$ cat src/rtl/ntt_pkg.sv
package ntt_pkg;
  typedef enum logic [2:0] {
    ST_IDLE,
    ST_FORCE_LO,
    ST_RISE,
    ST_CAP_HI,
    ST_FALL,
    ST_CAP_LO,
    ST_DONE
  } step_e;
endpackage

$ cat src/rtl/ntt_settle_timer.sv
module ntt_settle_timer #(
  parameter int unsigned WIDTH = 8
) (
  input  logic             clk_i,
  input  logic             rst_ni,
  input  logic             load_i,
  input  logic [WIDTH-1:0] value_i,
  output logic             expired_o
);
  logic [WIDTH-1:0] cnt_q;

  always_ff @(posedge clk_i or negedge rst_ni) begin
    if (!rst_ni)              cnt_q <= '0;
    else if (load_i)          cnt_q <= value_i;
    else if (cnt_q != '0)     cnt_q <= cnt_q - 1'b1;
  end

  assign expired_o = (cnt_q == '0);
endmodule

$ cat src/rtl/ntt_step_seq.sv
module ntt_step_seq
  import ntt_pkg::*;
(
  input  logic  clk_i,
  input  logic  rst_ni,
  input  logic  start_i,
  input  logic  expired_i,
  output step_e step_o,
  output logic  load_o
);
  step_e step_q, step_d;

  always_comb begin
    step_d = step_q;
    load_o = 1'b0;
    unique case (step_q)
      ST_IDLE:     if (start_i)   begin step_d = ST_FORCE_LO; load_o = 1'b1; end
      ST_FORCE_LO: if (expired_i) begin step_d = ST_RISE;     load_o = 1'b1; end
      ST_RISE:     if (expired_i) step_d = ST_CAP_HI;
      ST_CAP_HI:   begin step_d = ST_FALL; load_o = 1'b1; end
      ST_FALL:     if (expired_i) step_d = ST_CAP_LO;
      ST_CAP_LO:   step_d = ST_DONE;
      ST_DONE:     step_d = ST_IDLE;
      default:     step_d = ST_IDLE;
    endcase
  end

  always_ff @(posedge clk_i or negedge rst_ni) begin
    if (!rst_ni) step_q <= ST_IDLE;
    else         step_q <= step_d;
  end

  assign step_o = step_q;
endmodule

$ cat src/rtl/ntt_verdict.sv
module ntt_verdict
  import ntt_pkg::*;
(
  input  logic  clk_i,
  input  logic  rst_ni,
  input  step_e step_i,
  input  logic  sink_i,
  output logic  pass_o
);
  logic rise_ok_q, fall_ok_q;

  always_ff @(posedge clk_i or negedge rst_ni) begin
    if (!rst_ni) begin
      rise_ok_q <= 1'b0;
      fall_ok_q <= 1'b0;
    end else begin
      if (step_i == ST_CAP_HI) rise_ok_q <= sink_i;
      if (step_i == ST_CAP_LO) fall_ok_q <= ~sink_i;
    end
  end

  assign pass_o = (step_i == ST_DONE) & rise_ok_q & fall_ok_q;
endmodule

$ cat src/rtl/net_transition_tester.sv
module net_transition_tester
  import ntt_pkg::*;
#(
  parameter int unsigned SETTLE_W = 8
) (
  input  logic                clk_i,
  input  logic                rst_ni,
  input  logic                start_i,
  input  logic [SETTLE_W-1:0] settle_cycles_i,
  input  logic                sink_i,
  output logic                drive_o,
  output logic                capture_o,
  output logic                busy_o,
  output logic                done_o,
  output logic                pass_o
);
  step_e               step;
  logic                load, expired;
  logic [SETTLE_W-1:0] settle_q, timer_val;

  // settle value frozen for the whole test
  always_ff @(posedge clk_i or negedge rst_ni) begin
    if (!rst_ni)                          settle_q <= '0;
    else if (step == ST_IDLE && start_i)  settle_q <= settle_cycles_i;
  end

  assign timer_val = (step == ST_IDLE) ? settle_cycles_i : settle_q;

  ntt_settle_timer #(.WIDTH(SETTLE_W)) u_timer (
    .clk_i     (clk_i),
    .rst_ni    (rst_ni),
    .load_i    (load),
    .value_i   (timer_val),
    .expired_o (expired)
  );

  ntt_step_seq u_seq (
    .clk_i     (clk_i),
    .rst_ni    (rst_ni),
    .start_i   (start_i),
    .expired_i (expired),
    .step_o    (step),
    .load_o    (load)
  );

  ntt_verdict u_verdict (
    .clk_i  (clk_i),
    .rst_ni (rst_ni),
    .step_i (step),
    .sink_i (sink_i),
    .pass_o (pass_o)
  );

  assign drive_o   = (step == ST_RISE) || (step == ST_CAP_HI);
  assign capture_o = (step == ST_CAP_HI) || (step == ST_CAP_LO);
  assign busy_o    = (step != ST_IDLE);
  assign done_o    = (step == ST_DONE);
endmodule

$ cat config.mk
export PLATFORM = sky130hd
export DESIGN_NAME = net_transition_tester
export DESIGN_NICKNAME = d
export VERILOG_FILES = /design/src/rtl/ntt_pkg.sv /design/src/rtl/ntt_settle_timer.sv /design/src/rtl/ntt_step_seq.sv /design/src/rtl/ntt_verdict.sv /design/src/rtl/net_transition_tester.sv
export SDC_FILE = /design/constraint.sdc
export NUM_CORES = 1
export LEC_CHECK = 0
export ABC_AREA = 1
export CAP_MARGIN = 5
export CORE_MARGIN = 2
export CORE_UTILIZATION = 35
export CTS_BUF_LIST = sky130_fd_sc_hd__clkbuf_8
export DETAILED_ROUTE_END_ITERATION = 16
export SETUP_SLACK_MARGIN = 0.05
export SYNTH_ARGS = -nofsm -noshare
export SYNTH_HDL_FRONTEND = slang
export SYNTH_HIERARCHICAL = 1
export SYNTH_SLANG_ARGS = --single-unit
export TNS_END_PERCENT = 50
$ cat constraint.sdc
create_clock -name clk_i -period 5.13 [get_ports clk_i]
set_input_delay 1.026 -clock clk_i [delete_from_list [all_inputs] [get_ports clk_i]]
set_output_delay 1.026 -clock clk_i [all_outputs]
set_load 0.01 [all_outputs]
* Word level (Yosys, flattened, before mapping)
Cells that the tools add are included. Widths: inputs -> output; s select.
Word-level totals: memory bits (writable) 0, bits in registers 21, output and inout port bits 5, memories kept 0, latch bits 0, input bits 12, word-level logic and storage cells 39, bits in read-only memories 0
Cells by class: bitwise gates (word level) 3, div/mod/pow operators 0, magnitude comparators 0, $add $sub $neg 1, equal/unequal tests 10, reductions and logical operators 9, muxes and demuxes 11, shift operators 0, $mul 0
Operator list (count):
- $mux 8 | 3
- $pmux 3 s6 | 1
- $mux 3 | 4
- $eq 3x3->1 const B | 3
- $logic_not 8->1 | 1
- $ne 2x2->1 const B | 4
- $reduce_bool 8->1 | 1
- $sub 8x1->8 const B | 1
- $eq 3x2->1 const B | 2
- $reduce_and 4->1 | 1
- $eq 3x1->1 const B | 1
- $logic_not 3->1 | 1
- $pmux 1 s3 | 1
- $reduce_bool 3->1 | 1
- $and 1x1->1 | 2
- $logic_or 1x1->1 | 2
- $mux 1 | 2
- $reduce_bool 2->1 | 1
- $logic_and 1x1->1 | 1
- $not 1->1 | 1

* Depth between registers and ports, before layout
Gate-level depths: netlist (run 1).
depth in word-level cells 4, gate-level depth with buffers 11

* Hierarchy
Netlist (run 1), hierarchy kept.
Modules (own cells, without submodules):
- ntt_settle_timer | area each 513.0 um^2, seq. area each 200.2 um^2, times used 1, cells an instance 71
- net_transition_tester | area each 493.0 um^2, seq. area each 200.2 um^2, times used 1, cells an instance 68
- ntt_step_seq | area each 201.4 um^2, seq. area each 75.1 um^2, times used 1, cells an instance 29
- ntt_verdict | area each 118.9 um^2, seq. area each 50.0 um^2, times used 1, cells an instance 19

* Least setup slack after synthesis (run 1)
OpenSTA, ideal clock, no wires.
kind register to output, start reg u_seq.step_q[0] (netlist: u_seq/step_o[0]), end out capture_o, data required time 4.104 ns, path slack 2.925 ns, arrival time 1.179 ns, buffers on the path 1, stages on the path, launching flop included 4, cells stage by stage dfrtp_1 inv_2 buf_2 nor3b_1
Between the ends: longest elaborated chain between the ends 2, elaborated cells on any way between the ends 3
Ends and longest elaborated chain:
- start, declared | RTL line ntt_step_seq.sv:11 | step_e step_q, step_d;
- start signal, assigned | RTL line ntt_step_seq.sv:30 | else step_q <= step_d;
- $eq 3x2->1 / $eq 3x3->1 (equally long branches) | RTL line net_transition_tester.sv:55 | assign capture_o = (step == ST_CAP_HI) || (step == ST_CAP_LO);
- $logic_or 1x1->1 (*) | RTL line net_transition_tester.sv:55
- end, declared | RTL line net_transition_tester.sv:12 | output logic capture_o,
Every way passes the cells marked *; elsewhere a longest branch is shown, timed or not.

* Worst setup path in the final report (run 1)
start reg u_seq.step_q[1] (netlist: u_seq/step_o[1]), end out busy_o
Between the ends: longest elaborated chain between the ends 1
Ends and longest elaborated chain:
- $reduce_bool 3->1 | RTL line net_transition_tester.sv:56 | assign busy_o = (step != ST_IDLE);
- end, declared | RTL line net_transition_tester.sv:13 | output logic busy_o,
Every way passes these cells.

==> results of run 1 <==
## area by class of cell
class | count | share of cell area [%]
Multi-Input combinational cell | 145 | 45.3
Timing Repair Buffer | 16 | 10.2
Clock inverter | 1 | 0.319
Inverter | 17 | 4.15
Clock buffer | 3 | 2.64
Sequential cell | 21 | 33.5
Tap cell | 48 | 3.83
## layout by cell type, fill, tap and decap left out, drive strengths merged
| cell | netlist | routed |
|---|---|---|
| a21boi | 1 | 1 |
| a21oi | 1 | 1 |
| clkbuf | 0 | 3 |
| clkdlybuf4s50 | 0 | 16 |
| clkinv | 1 | 2 |
| dfrtp | 21 | 21 |
| ha | 1 | 1 |
| inv | 16 | 16 |
| nand2 | 78 | 78 |
| nand3 | 22 | 22 |
| nand4 | 12 | 12 |
| nor2 | 18 | 18 |
| nor3b | 1 | 1 |
| o211ai | 1 | 1 |
| o21ai | 8 | 8 |
| xnor2 | 1 | 1 |
| xor2 | 1 | 1 |
## per-layer routing
metal	GRT usage [%]	share of wire [%]
met5	0	0
met4	5.47	1.0
met3	1.71	1.9
met2	20.8	44
met1	19.5	53
## metrics by stage
stage	hold slack [ns]	util, %	worst slack (ns)
final	0.479	42.8	2.11
after global placement	0.459	41.5	2.30
after floorplan	0.442	-	2.93
after CTS	0.482	42.8	2.10
after detailed placement	0.463	41.5	2.22
after global routing	0.504	42.8	1.97
## registers in the layout, summed over array words and instances, names as in the netlist
register / cells
u_timer/cnt_q: 8
u_verdict/fall_ok_q: 1
settle_q: 8
u_verdict/rise_ok_q: 1
u_seq/step_o: 3
## power by group through the flow
| stage | sequential, mW | combinational [mW] | clock [mW] |
|---|---|---|---|
| after floorplan | 0.318 | 0.423 | 0 |
| after global placement | 0.336 | 0.518 | 0 |
| after detailed placement | 0.337 | 0.517 | 0 |
| after CTS | 0.333 | 0.519 | 0.113 |
| after global routing | 0.348 | 0.601 | 0.119 |
| final | 0.334 | 0.514 | 0.107 |
## how the worst max path moves through the flow
stage | to | slack [ns]
after floorplan | capture_o | 2.93
after global placement | u_timer/cnt_q[4]$_DFFE_PN0P_ | 2.30
after detailed placement | u_timer/cnt_q[4]$_DFFE_PN0P_ | 2.22
after CTS | busy_o | 2.10
after global routing | busy_o | 1.97
final | busy_o | 2.11
## synthesized netlist by cell type
master / count
nor2_2: 3
a21boi_1: 1
nand2_1: 74
nor3b_1: 1
inv_1: 11
dfrtp_1: 21
nor2_4: 2
a21oi_1: 1
nand3_4: 1
buf_2: 3
nor2_1: 13
buf_6: 1
inv_2: 5
nand2_4: 1
ha_1: 1
xnor2_1: 1
o211ai_1: 1
o21ai_0: 4
o21ai_1: 1
nand2_2: 3
nand4_1: 12
xor2_1: 1
o21ai_2: 3
nand3_1: 20
clkinv_2: 1
nand3_2: 1
## critical path: cells and delay by family, from the launching register on
kind / cells / cell delay, ns
flops: 1 / 0.56
buf+inv: 1 / 0.53
simple gates: 2 / 0.64
## kinds of logic after synthesis
kind of cell | count (synthesis) | synth area share [%]
buf+inv | 21 | 6.89
flops | 21 | 39.6
xor+xnor | 2 | 1.32
simple gates | 131 | 45.9
compound gates | 11 | 5.38
fa+ha+maj | 1 | 0.943
==> flow_summary.ini, run 1 <==
[status]
outcome = finished clean

[logic_synthesis]
synth_top_cell_area_share_pct = 39.6
synth_area_leaders = dfrtp_1 40%, nand2_1 21%, nand3_1 7.5%, nand4_1 5.7%, nor2_1 3.7%
synth_cells = 187
avgSynthCellArea_um2 = 7.09
yosysTopAreaCell = dfrtp_1
ys_seq_area_share_pct = 39.6
ys_ff_latch = 21
syn_nets = 200
ys_warn_count = 6
synth_area_mm2 = 0.00133
ys_types = 26

[place]
dp_cells = 247
gp_congestion = 0.822
numPortBuffers = 16
dp_hpwl_mm = 1.93
placedInstanceArea_mm2 = 0.00152

[final_layout]
fin_area_mm2 = 0.00157
layout-drive-gt1-share_pct = 11.8
syn_to_final_growth_pct = 18.1
multiInputGateArea_um2 = 709
n_antenna_cell = 0
fin_nets = 217
fillers = 376
seq_area_um2 = 526
stdcell_count = 251

[die]
die_w_um = 65.6
die_y_um = 65.6
core.rowCount = 22
num_io_pins = 17
start_util_pct = 36.2
design.core.area_mm2 = 0.00366
die_area_mm2 = 0.00430

[timing]
period_share_pct = 58.8
rsz0062_at_grt = false
tightest_slew_ns = 0.932
skew_ns = 0.00425
slew_headroom_pct = 37.7
hold_violations = 0
slew_viol_final = 0
fin_setup_tns_ns = 0
setup_viol = 0
finalCriticalPeriod_ns = 3.02
max_freq_mhz = 332

[setup_path]
r2r_cells = 9
crit_path_start = u_seq/step_o[1]$_DFFE_PN0P_
crit_chain = nor2_4 > nand2_2 > clkdlybuf4s50_1
start_kind = flop
required_ns = 4.10
critPathMaxStageDelay_ns = 0.56
timing.rr.start = u_timer/cnt_q[0]$_DFFE_PN0P_
r2r_slack_ns = 2.68
critPathCaptureType = primary output
cp_max_fo = 19
criticalPathCategory = flop to primary output
cpMaxStageDelayCell = dfrtp_1
crit_arrival_ns = 1.99
r2r-end = u_timer/cnt_q[4]$_DFFE_PN0P_

[cts]
cts_sinks = 21
holdBufCountCts = 0
clk_latency_ns = 0.26
ctsResizeCount = 0
htreeDepth = 1
clock_path_buffers = 2
path_clk_slew_ns = 0.08
cts_root_buf = clkbuf_8
cts_tree = yes
cts-buffers-inserted = 3
postCtsSetupBuffers = 0

[power]
powerDensity_mw_per_mm2 = 609
switching_share_pct = 47.8
ir_worst_vdd_mv = 0.256
p_clk_share_pct = 11.2
pwr-share-comb_pct = 53.8
p_seq_share_pct = 35.0
switching_power_mw = 0.455
p_int_mw = 0.498
p_leak_nw = 0.769
power.total_mw = 0.954

[grt]
grt_pass1_vias = 1018
grt_max_degree = 22
grt_first_pass_wirelength_mm = 4.54
grtUsageTotal_pct = 13.6
gr-total-overflow = 0
antenna_found_initial = 0

[drt]
wire_per_inst_um = 10.3
drt_wl_total_mm = 2.59
drc_errors = 0
vias_per_cell = 4.58
final_antenna_net_count = 0
firstDrtPassIters = 4
via_count = 1150
initialDrtViolationCount = 43

[min_path]
min_path_cells = 2
hp-class = flop to flop
holdCritStartpoint = settle_q[1]$_DFFE_PN0P_
min_to = settle_q[1]$_DFFE_PN0P_

[run]
max_cap_viol_count = 0
(Power assumes the default switching activity.)
==> run 2, diff against run 1 <==
clock period = 2.65 ns   (was 5.13 ns; I/O delays follow)
==> run 2 against run 1 <==
Count of clock-buffer cells in the layout is the same; via count grew 4.4%; critical path type unchanged; first-iteration DRC count grew 23%; final cell count grew 3.2%; register-to-register slack lost 2.0 ns; die area is the same; clock power grew 96%; clock skew shrank 0.0027 ns; global-route usage grew 0.98 points; flip-flop and latch count is the same; wire length grew 7.3%; combinational power grew 110%.
==> flow_summary.ini, run 2 (same netlist as run 1, synthesis figures left out) <==
[status]
outcome = finished clean

[final_layout]
final_common_cell = nand2_1
syn_to_final_growth_pct = 22.6
n_antenna_cell = 0
stdcell_count = 259
layout-drive-gt1-share_pct = 15.2
fin_nets = 225
fillers = 379
final_cell_mix = 74 x nand2_1, 21 x dfrtp_1, 20 x nand3_1

[setup_path]
start_kind = flop
cp_max_fo = 15
r2r_slack_ns = 0.66
r2r_cells = 10
crit_chain = nor2_4 > nor3b_1 > clkdlybuf4s50_1
cpMaxStageDelayCell = dfrtp_1
critPathCaptureType = primary output
crit_arrival_ns = 1.85
timing.rr.start = u_timer/cnt_q[0]$_DFFE_PN0P_
r2r-end = u_timer/cnt_q[4]$_DFFE_PN0P_
criticalPathCategory = flop to primary output
required_ns = 2.12
critPathMaxStageDelay_ns = 0.66

[die]
die_area_mm2 = 0.00430
design.core.area_mm2 = 0.00366
core.rowCount = 22
start_util_pct = 36.2
num_io_pins = 17
die_w_um = 65.6
die_y_um = 65.6

[place]
gp_congestion = 0.725
dp_cells = 251
numPortBuffers = 16
dp_hpwl_mm = 2.01
place_ws_ns = 0.387

[timing]
fin_setup_tns_ns = 0
finalCriticalPeriod_ns = 2.38
setup_viol = 0
tightest_slew_ns = 0.506
slew_headroom_pct = 66.3
rsz0062_at_grt = false
whs_ns = 0.477
setup_ws_ns = 0.268
period_share_pct = 89.9
hold_violations = 0
slew_viol_final = 0
skew_ns = 0.00160
max_freq_mhz = 420

[drt]
initialDrtViolationCount = 53
vias_per_cell = 4.64
drc_errors = 0
final_antenna_net_count = 0
wire_per_inst_um = 10.7
via_count = 1201
drt_wl_total_mm = 2.78
firstDrtPassIters = 4

[grt]
grt_max_degree = 22
grt_pass1_vias = 1069
grtUsageTotal_pct = 14.6
antenna_found_initial = 0
grt_first_pass_wirelength_mm = 4.87
gr-total-overflow = 0

[cts]
cts_root_buf = clkbuf_8
clock_path_buffers = 2
htreeDepth = 1
path_clk_slew_ns = 0.08
cts_sinks = 21
holdBufCountCts = 0
clk_latency_ns = 0.26
cts-buffers-inserted = 3
cts_tree = yes

[min_path]
hp-class = flop to flop
holdCritStartpoint = settle_q[2]$_DFFE_PN0P_
min_path_cells = 2
min_to = settle_q[2]$_DFFE_PN0P_

[power]
power.total_mw = 1.94
powerDensity_mw_per_mm2 = 1200
p_leak_nw = 0.807
ir_worst_vdd_mv = 0.544

[run]
max_cap_viol_count = 0
## run 2: metrics by stage
step	cell area, µm²	util (%)
3_3_place_gp	1550	42.3
3_5_place_dp	1550	42.3
6_report	1630	44.4
5_1_grt	1630	44.4
2_1_floorplan	1330	-
4_1_cts	1600	43.6
## run 2: report_power, final
group	switching, mW	internal [mW]	total (mW)	leakage (nW)
clock network	0.105	0.105	0.210	0.0255
logic	0.644	0.444	1.09	0.522
registers	0.166	0.480	0.646	0.260
## run 2: repair_timing
item,CTS,global route
setup buffers,0,4
endpoints found under the setup margin,0,1
hold endpoints to repair,0,0
gates resized for setup,0,0
## run 2: worst max path at each step
stage | from | end | slack, ns
floorplan | u_timer/cnt_q[0]$_DFFE_PN0P_ | u_timer/cnt_q[0]$_DFFE_PN0P_ | 0.84
global placement | u_seq/step_o[1]$_DFFE_PN0P_ | busy_o | 0.44
detailed placement | u_seq/step_o[1]$_DFFE_PN0P_ | busy_o | 0.39
CTS | u_seq/step_o[1]$_DFFE_PN0P_ | busy_o | 0.1
global route | u_seq/step_o[1]$_DFFE_PN0P_ | capture_o | 0.18
finish | u_seq/step_o[1]$_DFFE_PN0P_ | capture_o | 0.27
## run 2: worst max-delay path, delay by kind of cell (launching register included)
kind                   cells  cell delay (ns)
DFF                        1             0.66
buffers and inverters      1             0.57
and+or+nand+nor            2             0.36
## run 2: area by class of cell
class | instances | area (µm²) | area share [%]
well taps | 48 | 60.1 | 3.69
multi-input cells | 145 | 709 | 43.6
flip-flops and latches | 21 | 526 | 32.3
clock inverters | 1 | 5.00 | 0.308
clock buffers | 3 | 41.3 | 2.54
repair buffers | 24 | 220 | 13.5
inverters | 17 | 65.1 | 4.00
## run 2: per-layer routing
layer  share of wire (%)  up-vias  track usage, %
li1                    -      651               -
met1                  53      526            21.7
met2                  44       22            21.0
met3                 2.7        2            2.57
met4                0.90        0            5.47
met5                   0        -               0
==> run 3, diff against run 2 <==
GPL_ROUTABILITY_DRIVEN = 0   (was default)
GPL_TIMING_DRIVEN = 0   (was default)
==> run 3 against run 2 <==
Sequential share of layout area increased by 0.76 points; combinational power decreased by 4%; critical path type unchanged; count of clock-buffer cells in the layout unchanged; highest routed layer unchanged; via count increased by 0.25%; maximum frequency decreased by 2.3%.
==> flow_summary.ini, run 3 (same netlist as run 1, synthesis figures left out) <==
[status]
outcome = finished clean

[final_layout]
layout-drive-gt1-share_pct = 13.5
n_antenna_cell = 0
seq_area_um2 = 527
multiInputGateArea_um2 = 709
fillers = 391
final_cell_mix = 74 x nand2_1, 20 x nand3_1, 20 x dfrtp_1
fin_nets = 221
syn_to_final_growth_pct = 20.1
final_common_cell = nand2_1

[setup_path]
critPathCaptureType = primary output
timing.rr.start = u_timer/cnt_q[0]$_DFFE_PN0P_
r2r_slack_ns = 0.61
r2r_cells = 10
crit_arrival_ns = 1.91
start_kind = flop
required_ns = 2.12
r2r-end = u_timer/cnt_q[1]$_DFFE_PN0P_
criticalPathCategory = flop to primary output
cp_max_fo = 13

[min_path]
min_path_cells = 2
holdCritStartpoint = settle_q[6]$_DFFE_PN0P_
min_to = settle_q[6]$_DFFE_PN0P_
hp-class = flop to flop

[die]
design.core.area_mm2 = 0.00366
num_io_pins = 17
start_util_pct = 36.2
core.rowCount = 22
die_w_um = 65.6
die_area_mm2 = 0.00430
die_y_um = 65.6

[drt]
drc_errors = 0
vias_per_cell = 4.72
initialDrtViolationCount = 39
via_count = 1204
final_antenna_net_count = 0
firstDrtPassIters = 4
drt_wl_total_mm = 2.73
wire_per_inst_um = 10.7

[timing]
fin_setup_tns_ns = 0
tightest_slew_ns = 0.973
period_share_pct = 92.1
skew_ns = 0.00392
rsz0062_at_grt = false
hold_violations = 0
max_freq_mhz = 410
setup_viol = 0
finalCriticalPeriod_ns = 2.44
whs_ns = 0.475
slew_headroom_pct = 35.0
slew_viol_final = 0

[run]
max_cap_viol_count = 0

[power]
powerDensity_mw_per_mm2 = 1190
ir_worst_vdd_mv = 0.513
p_leak_nw = 0.788

[cts]
clock_path_buffers = 2
cts_sinks = 21
holdBufCountCts = 0
path_clk_slew_ns = 0.07
cts_root_buf = clkbuf_8
cts_tree = yes
htreeDepth = 1
cts-buffers-inserted = 3
clk_latency_ns = 0.26

[grt]
grt_max_degree = 22
grtUsageTotal_pct = 14.3
antenna_found_initial = 0
gr-total-overflow = 0
grt_first_pass_wirelength_mm = 4.84
grt_pass1_vias = 1063

[place]
dp_hpwl_mm = 1.98
numPortBuffers = 16
-- run 3: cell types whose count changed in the layout (fill, tap and decap cells not counted), sizes merged --
cell | previous run | this run
clkinv | 2 | 1
buf | 8 | 4
inv | 16 | 17
-- run 3: where the power goes --
group	internal (mW)	leakage (nW)	switching, mW	total, mW
Clock	0.103	0.0269	0.105	0.208
Combinational	0.407	0.502	0.638	1.05
Sequential	0.482	0.258	0.166	0.648
-- run 3: metrics by stage --
step	cells	total power [mW]	setup WS, ns	instance area (µm²)	utilization, %
floorplan	187	1.43	0.837	1330	-
global placement	251	1.70	0.322	1550	42.2
detailed placement	251	1.70	0.340	1550	42.2
CTS	255	1.92	0.184	1590	43.5
global route	255	2.12	0.0839	1590	43.5
finish	255	1.90	0.211	1590	43.5
-- run 3: per-layer routing --
layer | up-vias | GRT usage (%) | routed length, µm
met2 | 13 | 21.8 | 1250
met3 | 2 | 1.54 | 74
met4 | 0 | 6.51 | 26
li1 | 647 | - | -
met5 | - | 0 | 0
met1 | 542 | 20.4 | 1380
-- run 3: critical path: stages, from the launching register on --
cell and delay [ns]:
dfrtp_2 0.50, inv_2 0.16, buf_2 0.22, nor3b_1 0.21, clkdlybuf4s50_1 0.57
-- run 3: area by class of cell --
type / instances / area share [%]
Multi-Input combinational cell: 145 / 44.5
Buffer: 4 / 1.65
Clock buffer: 3 / 2.59
Clock inverter: 1 / 0.236
Timing Repair Buffer: 16 / 10.1
Inverter: 17 / 4.08
Tap cell: 48 / 3.77
Sequential cell: 21 / 33.1
-- run 3: worst max path at each step --
stage	startpoint	endpoint	cells after the start
2_1_floorplan	u_timer/cnt_q[0]$_DFFE_PN0P_	u_timer/cnt_q[0]$_DFFE_PN0P_	10
3_3_place_gp	u_seq/step_o[0]$_DFFE_PN0P_	capture_o	4
4_1_cts	u_seq/step_o[1]$_DFFE_PN0P_	busy_o	3
6_report	u_seq/step_o[0]$_DFFE_PN0P_	capture_o	4
3_5_place_dp	u_seq/step_o[0]$_DFFE_PN0P_	capture_o	4
5_1_grt	u_seq/step_o[0]$_DFFE_PN0P_	capture_o	4
-- run 3: repair_timing --
action | CTS | global route
setup endpoints to repair | 1 | 0
setup buffers | 0 | 0
resized for setup | 1 | 0
